$ cat src/rtl/adc_seq_pkg.sv
`timescale 1ns/1ps
package adc_seq_pkg;

  typedef enum logic [2:0] {
    ST_IDLE,
    ST_SETUP,
    ST_HIGH,
    ST_LOW,
    ST_TAIL,
    ST_WAIT_LO,
    ST_WAIT_HI,
    ST_GAP
  } seq_state_t;

  // width able to hold values 0..v
  function automatic int unsigned cnt_bits(input int unsigned v);
    return (v < 2) ? 1 : $clog2(v + 1);
  endfunction

endpackage

$ cat src/rtl/adc_phase_timer.sv
`timescale 1ns/1ps
module adc_phase_timer #(
  parameter int unsigned W = 4
) (
  input  logic         clk,
  input  logic         rst,
  input  logic         load,
  input  logic [W-1:0] load_val,
  output logic         done
);

  logic [W-1:0] cnt;

  always_ff @(posedge clk) begin
    if (rst)
      cnt <= '0;
    else if (load)
      cnt <= load_val;
    else if (cnt != '0)
      cnt <= cnt - 1'b1;
  end

  assign done = (cnt == '0);


  cnt_hold_chk: assert property (@(posedge clk) disable iff (rst)
    (!load && done) |=> done);

endmodule

$ cat src/rtl/adc_shift_io.sv
`timescale 1ns/1ps
module adc_shift_io #(
  parameter int unsigned FRAME_BITS = 12,
  parameter int unsigned CMD_W      = 8
) (
  input  logic                  clk,
  input  logic                  rst,
  input  logic                  load,
  input  logic [CMD_W-1:0]      cmd,
  input  logic                  shift_out,
  input  logic                  sample_in,
  input  logic                  adc_dout,
  output logic                  adc_din,
  output logic [FRAME_BITS-1:0] rx_word
);

  logic [FRAME_BITS-1:0] load_word;
  logic [FRAME_BITS-1:0] tx_sr;
  logic [FRAME_BITS-1:0] rx_sr;

  generate
    if (FRAME_BITS > CMD_W) begin : g_pad
      assign load_word = {cmd, {(FRAME_BITS - CMD_W){1'b0}}};
    end else begin : g_trunc
      assign load_word = cmd[CMD_W-1 -: FRAME_BITS];
    end
  endgenerate

  always_ff @(posedge clk) begin
    if (rst)
      tx_sr <= '0;
    else if (load)
      tx_sr <= load_word;
    else if (shift_out)
      tx_sr <= {tx_sr[FRAME_BITS-2:0], 1'b0};
  end

  always_ff @(posedge clk) begin
    if (rst)
      rx_sr <= '0;
    else if (sample_in)
      rx_sr <= {rx_sr[FRAME_BITS-2:0], adc_dout};
  end

  assign adc_din = tx_sr[FRAME_BITS-1];
  assign rx_word = rx_sr;


  din_hold_chk: assert property (@(posedge clk) disable iff (rst)
    (!load && !shift_out) |=> $stable(adc_din));

endmodule

$ cat src/rtl/adc_tag_pipe.sv
`timescale 1ns/1ps
module adc_tag_pipe #(
  parameter int unsigned CHAN_W = 4,
  parameter int unsigned RES_W  = 12
) (
  input  logic              clk,
  input  logic              rst,
  input  logic              accept,
  input  logic [CHAN_W-1:0] req_chan,
  input  logic              frame_done,
  input  logic [RES_W-1:0]  rx_word,
  input  logic              wake,
  output logic              res_valid,
  output logic [RES_W-1:0]  res_data,
  output logic [CHAN_W-1:0] res_chan
);

  logic [CHAN_W-1:0] cur_chan;
  logic [CHAN_W-1:0] pipe_chan;
  logic              pipe_vld;
  logic              skip_next;

  always_ff @(posedge clk) begin
    if (rst) begin
      cur_chan  <= '0;
      pipe_chan <= '0;
      pipe_vld  <= 1'b0;
      skip_next <= 1'b0;
      res_valid <= 1'b0;
      res_data  <= '0;
      res_chan  <= '0;
    end else begin
      res_valid <= 1'b0;
      if (accept)
        cur_chan <= req_chan;
      if (frame_done) begin
        res_valid <= pipe_vld & ~wake;
        res_data  <= rx_word;
        res_chan  <= pipe_chan;
        pipe_chan <= cur_chan;
        pipe_vld  <= ~skip_next & ~wake;
        skip_next <= wake;
      end else if (wake) begin
        pipe_vld  <= 1'b0;
        skip_next <= 1'b1;
      end
    end
  end


  res_pulse_chk: assert property (@(posedge clk) disable iff (rst)
    res_valid |=> !res_valid);


  res_src_chk: assert property (@(posedge clk) disable iff (rst)
    res_valid |-> $past(frame_done));


  wake_drop_chk: assert property (@(posedge clk) disable iff (rst)
    $past(wake) |-> !res_valid);

endmodule

$ cat src/rtl/adc_seq_ctrl.sv
`timescale 1ns/1ps
module adc_seq_ctrl
  import adc_seq_pkg::*;
#(
  parameter int unsigned CHAN_W     = 4,
  parameter int unsigned CTRL_W     = 4,
  parameter int unsigned FRAME_BITS = 12,
  parameter int unsigned HALF_DIV   = 2,
  parameter int unsigned CS_SETUP   = 3,
  parameter int unsigned CS_IDLE    = 2,
  parameter int unsigned SYNC_LEN   = 2
) (
  input  logic                  clk,
  input  logic                  rst,
  input  logic                  req_valid,
  input  logic [CHAN_W-1:0]     req_chan,
  input  logic [CTRL_W-1:0]     req_ctrl,
  output logic                  req_ready,
  input  logic                  adc_wake,
  output logic                  res_valid,
  output logic [FRAME_BITS-1:0] res_data,
  output logic [CHAN_W-1:0]     res_chan,
  output logic                  adc_cs_n,
  output logic                  adc_sclk,
  output logic                  adc_din,
  input  logic                  adc_dout,
  input  logic                  adc_eoc
);

  localparam int unsigned CMD_W = CHAN_W + CTRL_W;
  localparam int unsigned TMAX0 = (HALF_DIV > CS_SETUP) ? HALF_DIV : CS_SETUP;
  localparam int unsigned TMAX  = (TMAX0 > CS_IDLE) ? TMAX0 : CS_IDLE;
  localparam int unsigned TW    = cnt_bits(TMAX);
  localparam int unsigned BW    = cnt_bits(FRAME_BITS);

  seq_state_t        state;
  logic              cs_n_q;
  logic              sclk_q;
  logic [BW-1:0]     bit_cnt;
  logic [SYNC_LEN-1:0] eoc_sync;
  logic              eoc_s;
  logic              accept;
  logic              tmr_load;
  logic [TW-1:0]     tmr_val;
  logic              tmr_done;
  logic              sample_in;
  logic              shift_out;
  logic              frame_done;
  logic              last_bit;

  // end-of-conversion crosses in from the converter
  always_ff @(posedge clk) begin
    if (rst)
      eoc_sync <= '0;
    else
      eoc_sync <= {eoc_sync[SYNC_LEN-2:0], adc_eoc};
  end
  assign eoc_s = eoc_sync[SYNC_LEN-1];

  assign req_ready  = (state == ST_IDLE) && eoc_s;
  assign accept     = req_valid && req_ready;
  assign last_bit   = (bit_cnt == BW'(FRAME_BITS - 1));
  assign sample_in  = ((state == ST_SETUP) || (state == ST_LOW)) && tmr_done;
  assign shift_out  = (state == ST_HIGH) && tmr_done;
  assign frame_done = (state == ST_TAIL) && tmr_done;

  always_comb begin
    tmr_load = 1'b0;
    tmr_val  = '0;
    case (state)
      ST_IDLE: if (accept) begin
        tmr_load = 1'b1;
        tmr_val  = TW'(CS_SETUP - 1);
      end
      ST_SETUP, ST_LOW, ST_HIGH: if (tmr_done) begin
        tmr_load = 1'b1;
        tmr_val  = TW'(HALF_DIV - 1);
      end
      ST_WAIT_HI: if (eoc_s) begin
        tmr_load = 1'b1;
        tmr_val  = TW'(CS_IDLE - 1);
      end
      default: ;
    endcase
  end

  always_ff @(posedge clk) begin
    if (rst) begin
      state   <= ST_IDLE;
      cs_n_q  <= 1'b1;
      sclk_q  <= 1'b0;
      bit_cnt <= '0;
    end else begin
      case (state)
        ST_IDLE: if (accept) begin
          cs_n_q  <= 1'b0;
          bit_cnt <= '0;
          state   <= ST_SETUP;
        end
        ST_SETUP, ST_LOW: if (tmr_done) begin
          sclk_q <= 1'b1;
          state  <= ST_HIGH;
        end
        ST_HIGH: if (tmr_done) begin
          sclk_q  <= 1'b0;
          bit_cnt <= bit_cnt + 1'b1;
          state   <= last_bit ? ST_TAIL : ST_LOW;
        end
        ST_TAIL: if (tmr_done) begin
          cs_n_q <= 1'b1;
          state  <= ST_WAIT_LO;
        end
        ST_WAIT_LO: if (!eoc_s) state <= ST_WAIT_HI;
        ST_WAIT_HI: if (eoc_s)  state <= ST_GAP;
        ST_GAP:     if (tmr_done) state <= ST_IDLE;
        default: state <= ST_IDLE;
      endcase
    end
  end

  assign adc_cs_n = cs_n_q;
  assign adc_sclk = sclk_q;

  adc_phase_timer #(.W(TW)) u_timer (
    .clk      (clk),
    .rst      (rst),
    .load     (tmr_load),
    .load_val (tmr_val),
    .done     (tmr_done)
  );

  adc_shift_io #(.FRAME_BITS(FRAME_BITS), .CMD_W(CMD_W)) u_shift (
    .clk       (clk),
    .rst       (rst),
    .load      (accept),
    .cmd       ({req_chan, req_ctrl}),
    .shift_out (shift_out),
    .sample_in (sample_in),
    .adc_dout  (adc_dout),
    .adc_din   (adc_din),
    .rx_word   (res_data_w)
  );

  logic [FRAME_BITS-1:0] res_data_w;

  adc_tag_pipe #(.CHAN_W(CHAN_W), .RES_W(FRAME_BITS)) u_tags (
    .clk        (clk),
    .rst        (rst),
    .accept     (accept),
    .req_chan   (req_chan),
    .frame_done (frame_done),
    .rx_word    (res_data_w),
    .wake       (adc_wake),
    .res_valid  (res_valid),
    .res_data   (res_data),
    .res_chan   (res_chan)
  );


  sclk_idle_chk: assert property (@(posedge clk) disable iff (rst)
    adc_cs_n |-> !adc_sclk);


  bit_bound_chk: assert property (@(posedge clk) disable iff (rst)
    bit_cnt <= BW'(FRAME_BITS));


  cs_start_chk: assert property (@(posedge clk) disable iff (rst)
    (req_valid && req_ready) |=> (!adc_cs_n && !req_ready));


  eoc_gate_chk: assert property (@(posedge clk) disable iff (rst)
    $fell(adc_cs_n) |-> $past(eoc_s));


  res_edge_chk: assert property (@(posedge clk) disable iff (rst)
    res_valid |-> (adc_cs_n && !$past(adc_cs_n)));

endmodule

$ cat config.mk
export PLATFORM = sky130hd
export DESIGN_NAME = adc_seq_ctrl
export DESIGN_NICKNAME = d
export VERILOG_FILES = /design/src/rtl/adc_seq_pkg.sv /design/src/rtl/adc_phase_timer.sv /design/src/rtl/adc_shift_io.sv /design/src/rtl/adc_tag_pipe.sv /design/src/rtl/adc_seq_ctrl.sv
export SDC_FILE = /design/constraint.sdc
export NUM_CORES = 1
export LEC_CHECK = 0
export CAP_MARGIN = 20
export CORE_UTILIZATION = 35
export CTS_CLUSTER_SIZE = 10
export DETAILED_ROUTE_END_ITERATION = 8
export PLACE_DENSITY = 0.62
export SLEW_MARGIN = 20
export SYNTH_ARGS = -nofsm -noshare
export SYNTH_HDL_FRONTEND = slang
export SYNTH_HIERARCHICAL = 1
export SYNTH_SLANG_ARGS = --single-unit
$ cat constraint.sdc
create_clock -name clk -period 1.64 [get_ports clk]
set_input_delay 0.328 -clock clk [delete_from_list [all_inputs] [get_ports clk]]
set_output_delay 0.328 -clock clk [all_outputs]
set_load 0.02 [all_outputs]
==> metrics.yaml, run 1 <==
r2r-start: "u_timer/cnt[0]"
grt_overflow: 0
crit_cells: 1
synth-simple-area-share_pct: 17.23
post_drt_wl_per_cell_um: 12.18
cts_tree: "yes"
drive_above_1_share_pct: 21.20
grt_usage_pct: 13.26
critPathMaxStageDelay_ps: 600
synth_top_family_by_area: "multiplexers"
pwr-share-seq_pct: 45.2
io_buffers: 34
path_buf_inv: 1
status: "completed"
grt_pass1_vias: 1753
r2r_slack_ps: 60
min_path_cells: 2
p_switching_mw: 0.8736
drt_iter0_drc: 89
synth_top_area_cell: "dfxtp_1"
maxSlewViolCount: 0
hold_viol: 0
min_to: "eoc_sync[1]"
min_period_over_period_pct: 97.24
antenna_found_initial: 0
diodes: 0
n_fill_cell: 660
dp_hpwl_um: 3151
synth_top_area_share_pct: 47.13
period_minus_slack_ps: 1595
synth-compound-area-share_pct: 9.917
die_w_um: 87.34
drt-total-wl_um: 5018
ys_warn_count: 6
async_flop_share_pct: 0
p_per_area_nw_per_um2: 978.3
first_pass_iters: 4
ctsHoldBuffers: 0
clkTransAtPathRegs_ps: 80
antenna_left: 0
synthDistinctLibCells: 42
synth_seq_cells: 60
hp-class: "in2reg"
maxCapViolCount: 0
h-tree-depth: 3
grt_max_degree: 26
synth-edff-count: 0
p_int_mw: 2.496
ir_worst_vdd_mv: 0.6697
timing.rr.end: "u_tags/res_data[7]"
critPathLaunchType: "flop"
grt_pass1_wl_um: 7852
max_freq_mhz: 627.0
synth-main-ff-cell: "dfxtp_1"
die_y_um: 87.34
placementRows: 30
power_frac_clock_pct: 39.2
crit_chain: "clkdlybuf4s50_1"
synth_nets: 268
seq_area_frac_synth_pct: 47.13
synthAdderAreaFrac_pct: 0.9818
crit_required_ps: 1310
crit_arrival_ps: 1270
cts-root-buf: "clkbuf_8"
clk_latency_ps: 330
start_util_pct: 36.90
clockBufferDepth: 2
cp-end-kind: "output port"
num-nets-final: 327
dp_worst_setup_slack_ps: -96.70
avgSynthCellArea_um2: 10.11
synth_cells: 252
viasPerCell: 4.614
reg2reg_depth: 8
fin_util_pct: 49.87
final_common_cell: "dfxtp_1"
syn_area_um2: 2549
power_leakage_nw: 1.510
relSlewSlack_pct: 78.63
area_delta_synth_final_pct: 35.15
clkSinkCount: 60
crit_family: "buffers and inverters"
critPathMaxFanout: 2
setup_slack_ps: 45.20
synth.area.top_cells: "dfxtp_1, mux2i_1, nor2_1, nor2b_1, a211oi_1"
mostFrequentLayoutCells: "dfxtp_1, mux2i_1, nor2_1"
worst_pin_slew_ps: 318.1
worstHoldStart: "rst"
coreArea_um2: 6907
p_comb_share_pct: 15.6
crit_type: "reg2out"
drc: 0
vias: 1901
place_congestion: 0.7822
crit_slowest_cell: "clkdlybuf4s50_1"
numCtsBuffers: 9
setup-violations-final: 0
ioPinCount: 35
finalClockSkew_ps: 11.49
synth.area.mux_share_pct: 17.28
die-area_um2: 7627
synth_xor_area_share_pct: 1.375
switching_share_pct: 25.92
==> repair_timing <==
| item | CTS | global route |
|---|---|---|
| pin swaps | 0 | 3 |
| setup buffers | 0 | 7 |
| gates resized for setup | 6 | 29 |
| endpoints found under the setup margin | 3 | 42 |
| gates cloned | 0 | 2 |
==> cells in the mapped netlist (2+ instances only) <==
library cell / n
dfxtp_1: 60
mux2i_1: 44
nor2_1: 43
nand2_1: 11
nor2b_1: 11
a211oi_1: 9
inv_1: 9
a21oi_1: 6
buf_2: 5
nor3_1: 5
nand3b_1: 4
o211ai_1: 3
xnor2_1: 3
a221oi_2: 2
buf_12: 2
buf_4: 2
buf_6: 2
clkbuf_1: 2
ha_1: 2
nand2b_1: 2
nand3_1: 2
o2111ai_1: 2
o41ai_2: 2
==> through the flow <==
stage	total power, mW	hold slack, ps	std cells	TNS, ps	area (µm²)
after global routing	3.522	304.5	412	-65.21	3445
final	3.370	299.4	412	0	3445
after floorplan	1.838	401.0	252	-6.542	2569
after CTS	3.347	293.6	403	0	3272
after detailed placement	2.022	427.8	387	-259.6	3077
after global placement	2.013	421.1	387	-178.7	3077
==> sequential cells by signal, summed over array words and instances (netlist names), 2 cells and up <==
signal            cells
u_tags/cur_chan       4
u_tags/res_chan       4
u_tags/res_data      12
state                 3
u_shift/rx_word      12
eoc_sync              2
bit_cnt               4
u_tags/pipe_chan      4
u_timer/cnt           2
u_shift/tx_sr         8
==> kinds of logic after synthesis <==
| group | count (synthesis) |
|---|---|
| buffers and inverters | 24 |
| XOR/XNOR | 4 |
| adder cells (fa/ha/maj) | 2 |
| multiplexers | 44 |
| flip-flops | 60 |
| AND/OR/NAND/NOR | 88 |
| AO/OA/AOI/OAI | 30 |
==> area by class of cell <==
cell class                 instances  area (µm²)  share of cell area [%]
tap                               96       120.1                   3.487
clock inverter                     7       75.07                   2.179
multi-input combinational        168        1244                   36.11
inverter                          10       42.54                   1.235
clock buffer                       9       123.9                   3.596
sequential                        60        1204                   34.94
timing repair buffer              62       635.6                   18.45
==> layer usage <==
| layer | track usage, % | part of all wire (%) | vias up |
|---|---|---|---|
| met5 | 0 | 0 | - |
| met4 | 4.173 | 1.5 | 0 |
| met3 | 5.877 | 4.9 | 7 |
| met2 | 20.88 | 44 | 38 |
| met1 | 16.22 | 50 | 866 |
| li1 | - | - | 990 |
==> power by group through the flow <==
stage / Combinational, mW / Clock [mW] / Sequential, mW
2_1_floorplan: 0.278 / 0 / 1.56
3_3_place_gp: 0.458 / 0 / 1.56
3_5_place_dp: 0.464 / 0 / 1.56
4_1_cts: 0.471 / 1.35 / 1.52
5_1_grt: 0.571 / 1.42 / 1.53
6_report: 0.526 / 1.32 / 1.52
==> worst max-delay path by stage <==
stage / slack (ps) / endpoint / startpoint
2_1_floorplan: -2 / u_tags/cur_chan[0] / state[2]
3_3_place_gp: -90 / state[2] / req_valid
3_5_place_dp: -100 / state[2] / req_valid
4_1_cts: 3 / adc_cs_n / adc_cs_n
5_1_grt: -30 / u_tags/cur_chan[2] / state[2]
6_report: 50 / res_chan[2] / u_tags/res_chan[2]
No activity file was read; power rests on OpenSTA's default activity.
==> run 2, diff against run 1 <==
PLACE_DENSITY = 0.64   (was 0.62)
SETUP_SLACK_MARGIN = 0.3   (was unset)
==> metrics.yaml, run 2 (synthesis gave the netlist of run 1 again) <==
status: "completed"
power.total_mw: 4.053
place_congestion: 0.8398
setup_slack_ps: 19.02
h-tree-depth: 3
path_buf_inv: 3
worst_pin_slew_ps: 542.1
diodes: 0
drt_iter0_drc: 57
placementRows: 30
die_y_um: 87.34
seqCellArea_um2: 1210
hp-class: "reg2reg"
crit_required_ps: 1860
viasPerCell: 4.746
worstHoldStart: "eoc_sync[0]"
dp_worst_setup_slack_ps: -88.00
setup-violations-final: 0
crit_arrival_ps: 1840
critPathLaunchType: "flop"
startpoint: "state[0]"
whs_ps: 431.5
ir_worst_vdd_mv: 0.4583
drt-total-wl_um: 5809
crit_slowest_cell: "dfxtp_2"
maxCapViolCount: 0
post_drt_wl_per_cell_um: 13.64
fin_util_pct: 55.85
power_leakage_nw: 1.437
grt_max_degree: 31
multiInputGateArea_um2: 1464
clockBufferDepth: 2
drive_above_1_share_pct: 41.21
numCtsBuffers: 9
finalClockSkew_ps: 9.196
ctsHoldBuffers: 0
cp-end-kind: "flop"
period_minus_slack_ps: 1621
p_per_area_nw_per_um2: 1051
area_delta_synth_final_pct: 51.35
critPathMaxStageDelay_ps: 320
relSlewSlack_pct: 63.86
grt_pass1_vias: 1960
n_fill_cell: 608
mostFrequentLayoutCells: "dfxtp_1, nor2_1, mux2i_1"
grt_overflow: 0
coreArea_um2: 6907
crit_chain: "or2_4 > nor3b_4 > buf_4 > nand2_4 > inv_6 > buf_12 > mux2i_1 > nor2_1"
first_pass_iters: 4
io_buffers: 34
critPathMaxFanout: 8
min_period_over_period_pct: 98.84
max_freq_mhz: 616.9
final_common_cell: "dfxtp_1"
maxSlewViolCount: 0
antenna_found_initial: 0
grt_pass1_wl_um: 9142
crit_type: "reg2reg"
num-nets-final: 341
grt_usage_pct: 15.99
start_util_pct: 36.90
crit_family: "simple AND/OR/NAND/NOR gates"
clkTransAtPathRegs_ps: 70
hold_viol: 0
cts-root-buf: "clkbuf_8"
vias: 2022
clk_latency_ps: 340
cts_tree: "yes"
die_w_um: 87.34
antenna_left: 0
r2r-start: "state[0]"
drc: 0
rsz0062_at_grt: "true"
die-area_um2: 7627
clkSinkCount: 60
dp_hpwl_um: 3103
ioPinCount: 35
## run 2: cell type report
type	instances	share of cell area, %
multi-input combinational	168	37.95
sequential	60	31.37
timing repair buffer	75	19.17
clock buffer	10	3.568
tap	96	3.114
clock inverter	6	2.887
inverter	10	1.524
timing repair inverter	1	0.4217
## run 2: per-stage QoR
step,std cells,instance area (µm²),TNS (ps)
finish,426,3857,0
CTS,422,3717,0
global placement,383,3067,-181.4
detailed placement,383,3067,-242.3
floorplan,252,2595,0
global route,426,3857,-263.9
## run 2: report_power, final
group	switching, mW	internal [mW]	total (mW)
Sequential	0.0329	1.51	1.54
Combinational	0.380	0.481	0.862
Clock	0.600	1.05	1.65
## run 2: what timing repair did
item,4_1_cts,5_1_grt
resized for setup,94,52
setup buffers,20,3
cloned,3,1
endpoints found under the setup margin,78,75
pin swaps,24,23
## run 2: final timing paths
kind | endpoint | slack (ps) | depth (start not counted)
setup / recovery | u_tags/cur_chan[3] | 20 | 8
hold / removal | eoc_sync[1] | 430 | 1
setup reg to reg | u_tags/cur_chan[3] | 20 | 8
hold reg to reg | eoc_sync[1] | 430 | 1
## run 2: metal layers
metal / routed length (µm) / part of all wire (%) / track usage (%) / vias up
met5: 0 / 0 / 0 / -
met4: 76 / 1.3 / 6.706 / 0
met3: 201 / 3.5 / 5.687 / 5
met2: 2830 / 49 / 26.28 / 38
met1: 2700 / 46 / 18.84 / 961
li1: - / - / - / 1018
==> run 3, diff against run 2 <==
CORE_MARGIN = 5   (was unset)
==> metrics.yaml, run 3 (synthesis gave the netlist of run 1 again) <==
die-area_um2: 9089
setup_slack_ps: 47.62
grt_usage_pct: 13.32
die_w_um: 95.34
clk_latency_ps: 350
num-nets-final: 331
diodes: 0
grt_max_degree: 25
crit_arrival_ps: 1260
grtUsageMet1_pct: 15.47
final_cells: 419
drive_above_1_share_pct: 40.63
status: "completed"
period_minus_slack_ps: 1592
p_comb_share_pct: 19.4
rsz0062_at_grt: "true"
p_per_area_nw_per_um2: 1057
busiest_layer: "met2"
grt_util_met2_pct: 20.87
maxCapViolCount: 0
p_switching_mw: 0.9808
hold_viol: 0
grt_pass1_vias: 1957
p_int_mw: 2.968
final_common_cell: "dfxtp_1"
first_pass_iters: 4
n_fill_cell: 642
pwr-share-seq_pct: 38.9
clkSinkCount: 60
start_util_pct: 35.52
viasPerCell: 4.621
r2r_slack_ps: 80
crit_required_ps: 1310
worst_pin_slew_ps: 482.9
vias: 1936
min_period_over_period_pct: 97.10
dp_hpwl_um: 3327
area_delta_synth_final_pct: 46.59
drt-total-wl_um: 5411
power_leakage_nw: 1.368
io_buffers: 34
multiInputGateArea_um2: 1445
min_path_cells: 2
ir_worst_vdd_mv: 0.5771
placementRows: 31
maxSlewViolCount: 0
hp-class: "in2reg"
grt_overflow: 0
max_freq_mhz: 628.0
clockBufferDepth: 2
crit_type: "reg2out"
relSlewSlack_pct: 67.81
grt_use_met3_pct: 6.314
ioPinCount: 35
switching_share_pct: 24.84
coreArea_um2: 7176
clkTransAtPathRegs_ps: 70
drt_iter0_drc: 64
cts_tree: "yes"
mostFrequentLayoutCells: "dfxtp_1, nor2_1, mux2i_1"
reg2reg_depth: 7
placedCellCount: 387
finalClockSkew_ps: 9.084
die_y_um: 95.34
antenna_left: 0
cts-root-buf: "clkbuf_8"
dp_worst_setup_slack_ps: -110.2
antenna_found_initial: 0
cp-end-kind: "output port"
h-tree-depth: 3
power_frac_clock_pct: 41.7
setup-violations-final: 0
place_congestion: 0.7604
critPathLaunchType: "flop"
grt_pass1_wl_um: 9121
critPathMaxFanout: 2
post_drt_wl_per_cell_um: 12.91
setup_tns_ps: 0
numCtsBuffers: 9
ctsHoldBuffers: 0
drc: 0
seqCellArea_um2: 1209
-- run 3: area by class of cell --
cell class / count / area share [%]
multi-input combinational: 168 / 38.68
sequential: 60 / 32.35
timing repair buffer: 65 / 16.91
clock buffer: 10 / 3.684
tap: 99 / 3.315
clock inverter: 6 / 2.981
inverter: 10 / 1.641
timing repair inverter: 1 / 0.4354
-- run 3: final timing paths --
kind,start,end
max,state[0],req_ready
min reg2reg,eoc_sync[0],eoc_sync[1]
min,rst,u_tags/res_data[4]
max reg2reg,state[0],u_shift/tx_sr[5]
-- run 3: per-stage QoR --
stage	area, µm²	hold slack [ps]	total power, mW	utilization (%)
floorplan	2595	401.0	1.879	-
global placement	3103	417.0	2.024	43.24
detailed placement	3103	437.1	2.029	43.24
CTS	3620	396.2	3.920	50.44
global route	3736	427.1	4.149	52.07
finish	3736	423.2	3.949	52.07
-- run 3: worst max-delay path, stage by stage (launching register included) --
cell and delay [ps]:
dfxtp_2 320, or2_4 250, nor3b_4 210, buf_6 150
-- run 3: per-layer routing --
metal  vias to the layer above  share of wire [%]
met5                         -                  0
met4                         0                1.6
met3                         5                5.1
met2                        32                 49
met1                       902                 44
li1                        997                  -
-- run 3: power groups by stage --
stage          logic, mW  clock network [mW]  registers, mW
2_1_floorplan      0.314                   0           1.56
3_3_place_gp       0.462                   0           1.56
3_5_place_dp       0.466                   0           1.56
4_1_cts            0.686                1.70           1.53
5_1_grt            0.830                1.78           1.54
6_report           0.768                1.65           1.53
-- run 3: what timing repair did --
action / CTS / global route
setup buffers: 10 / 3
cloned: 3 / 0
pin swaps: 15 / 19
endpoints found under the setup margin: 75 / 73
resized for setup: 94 / 54
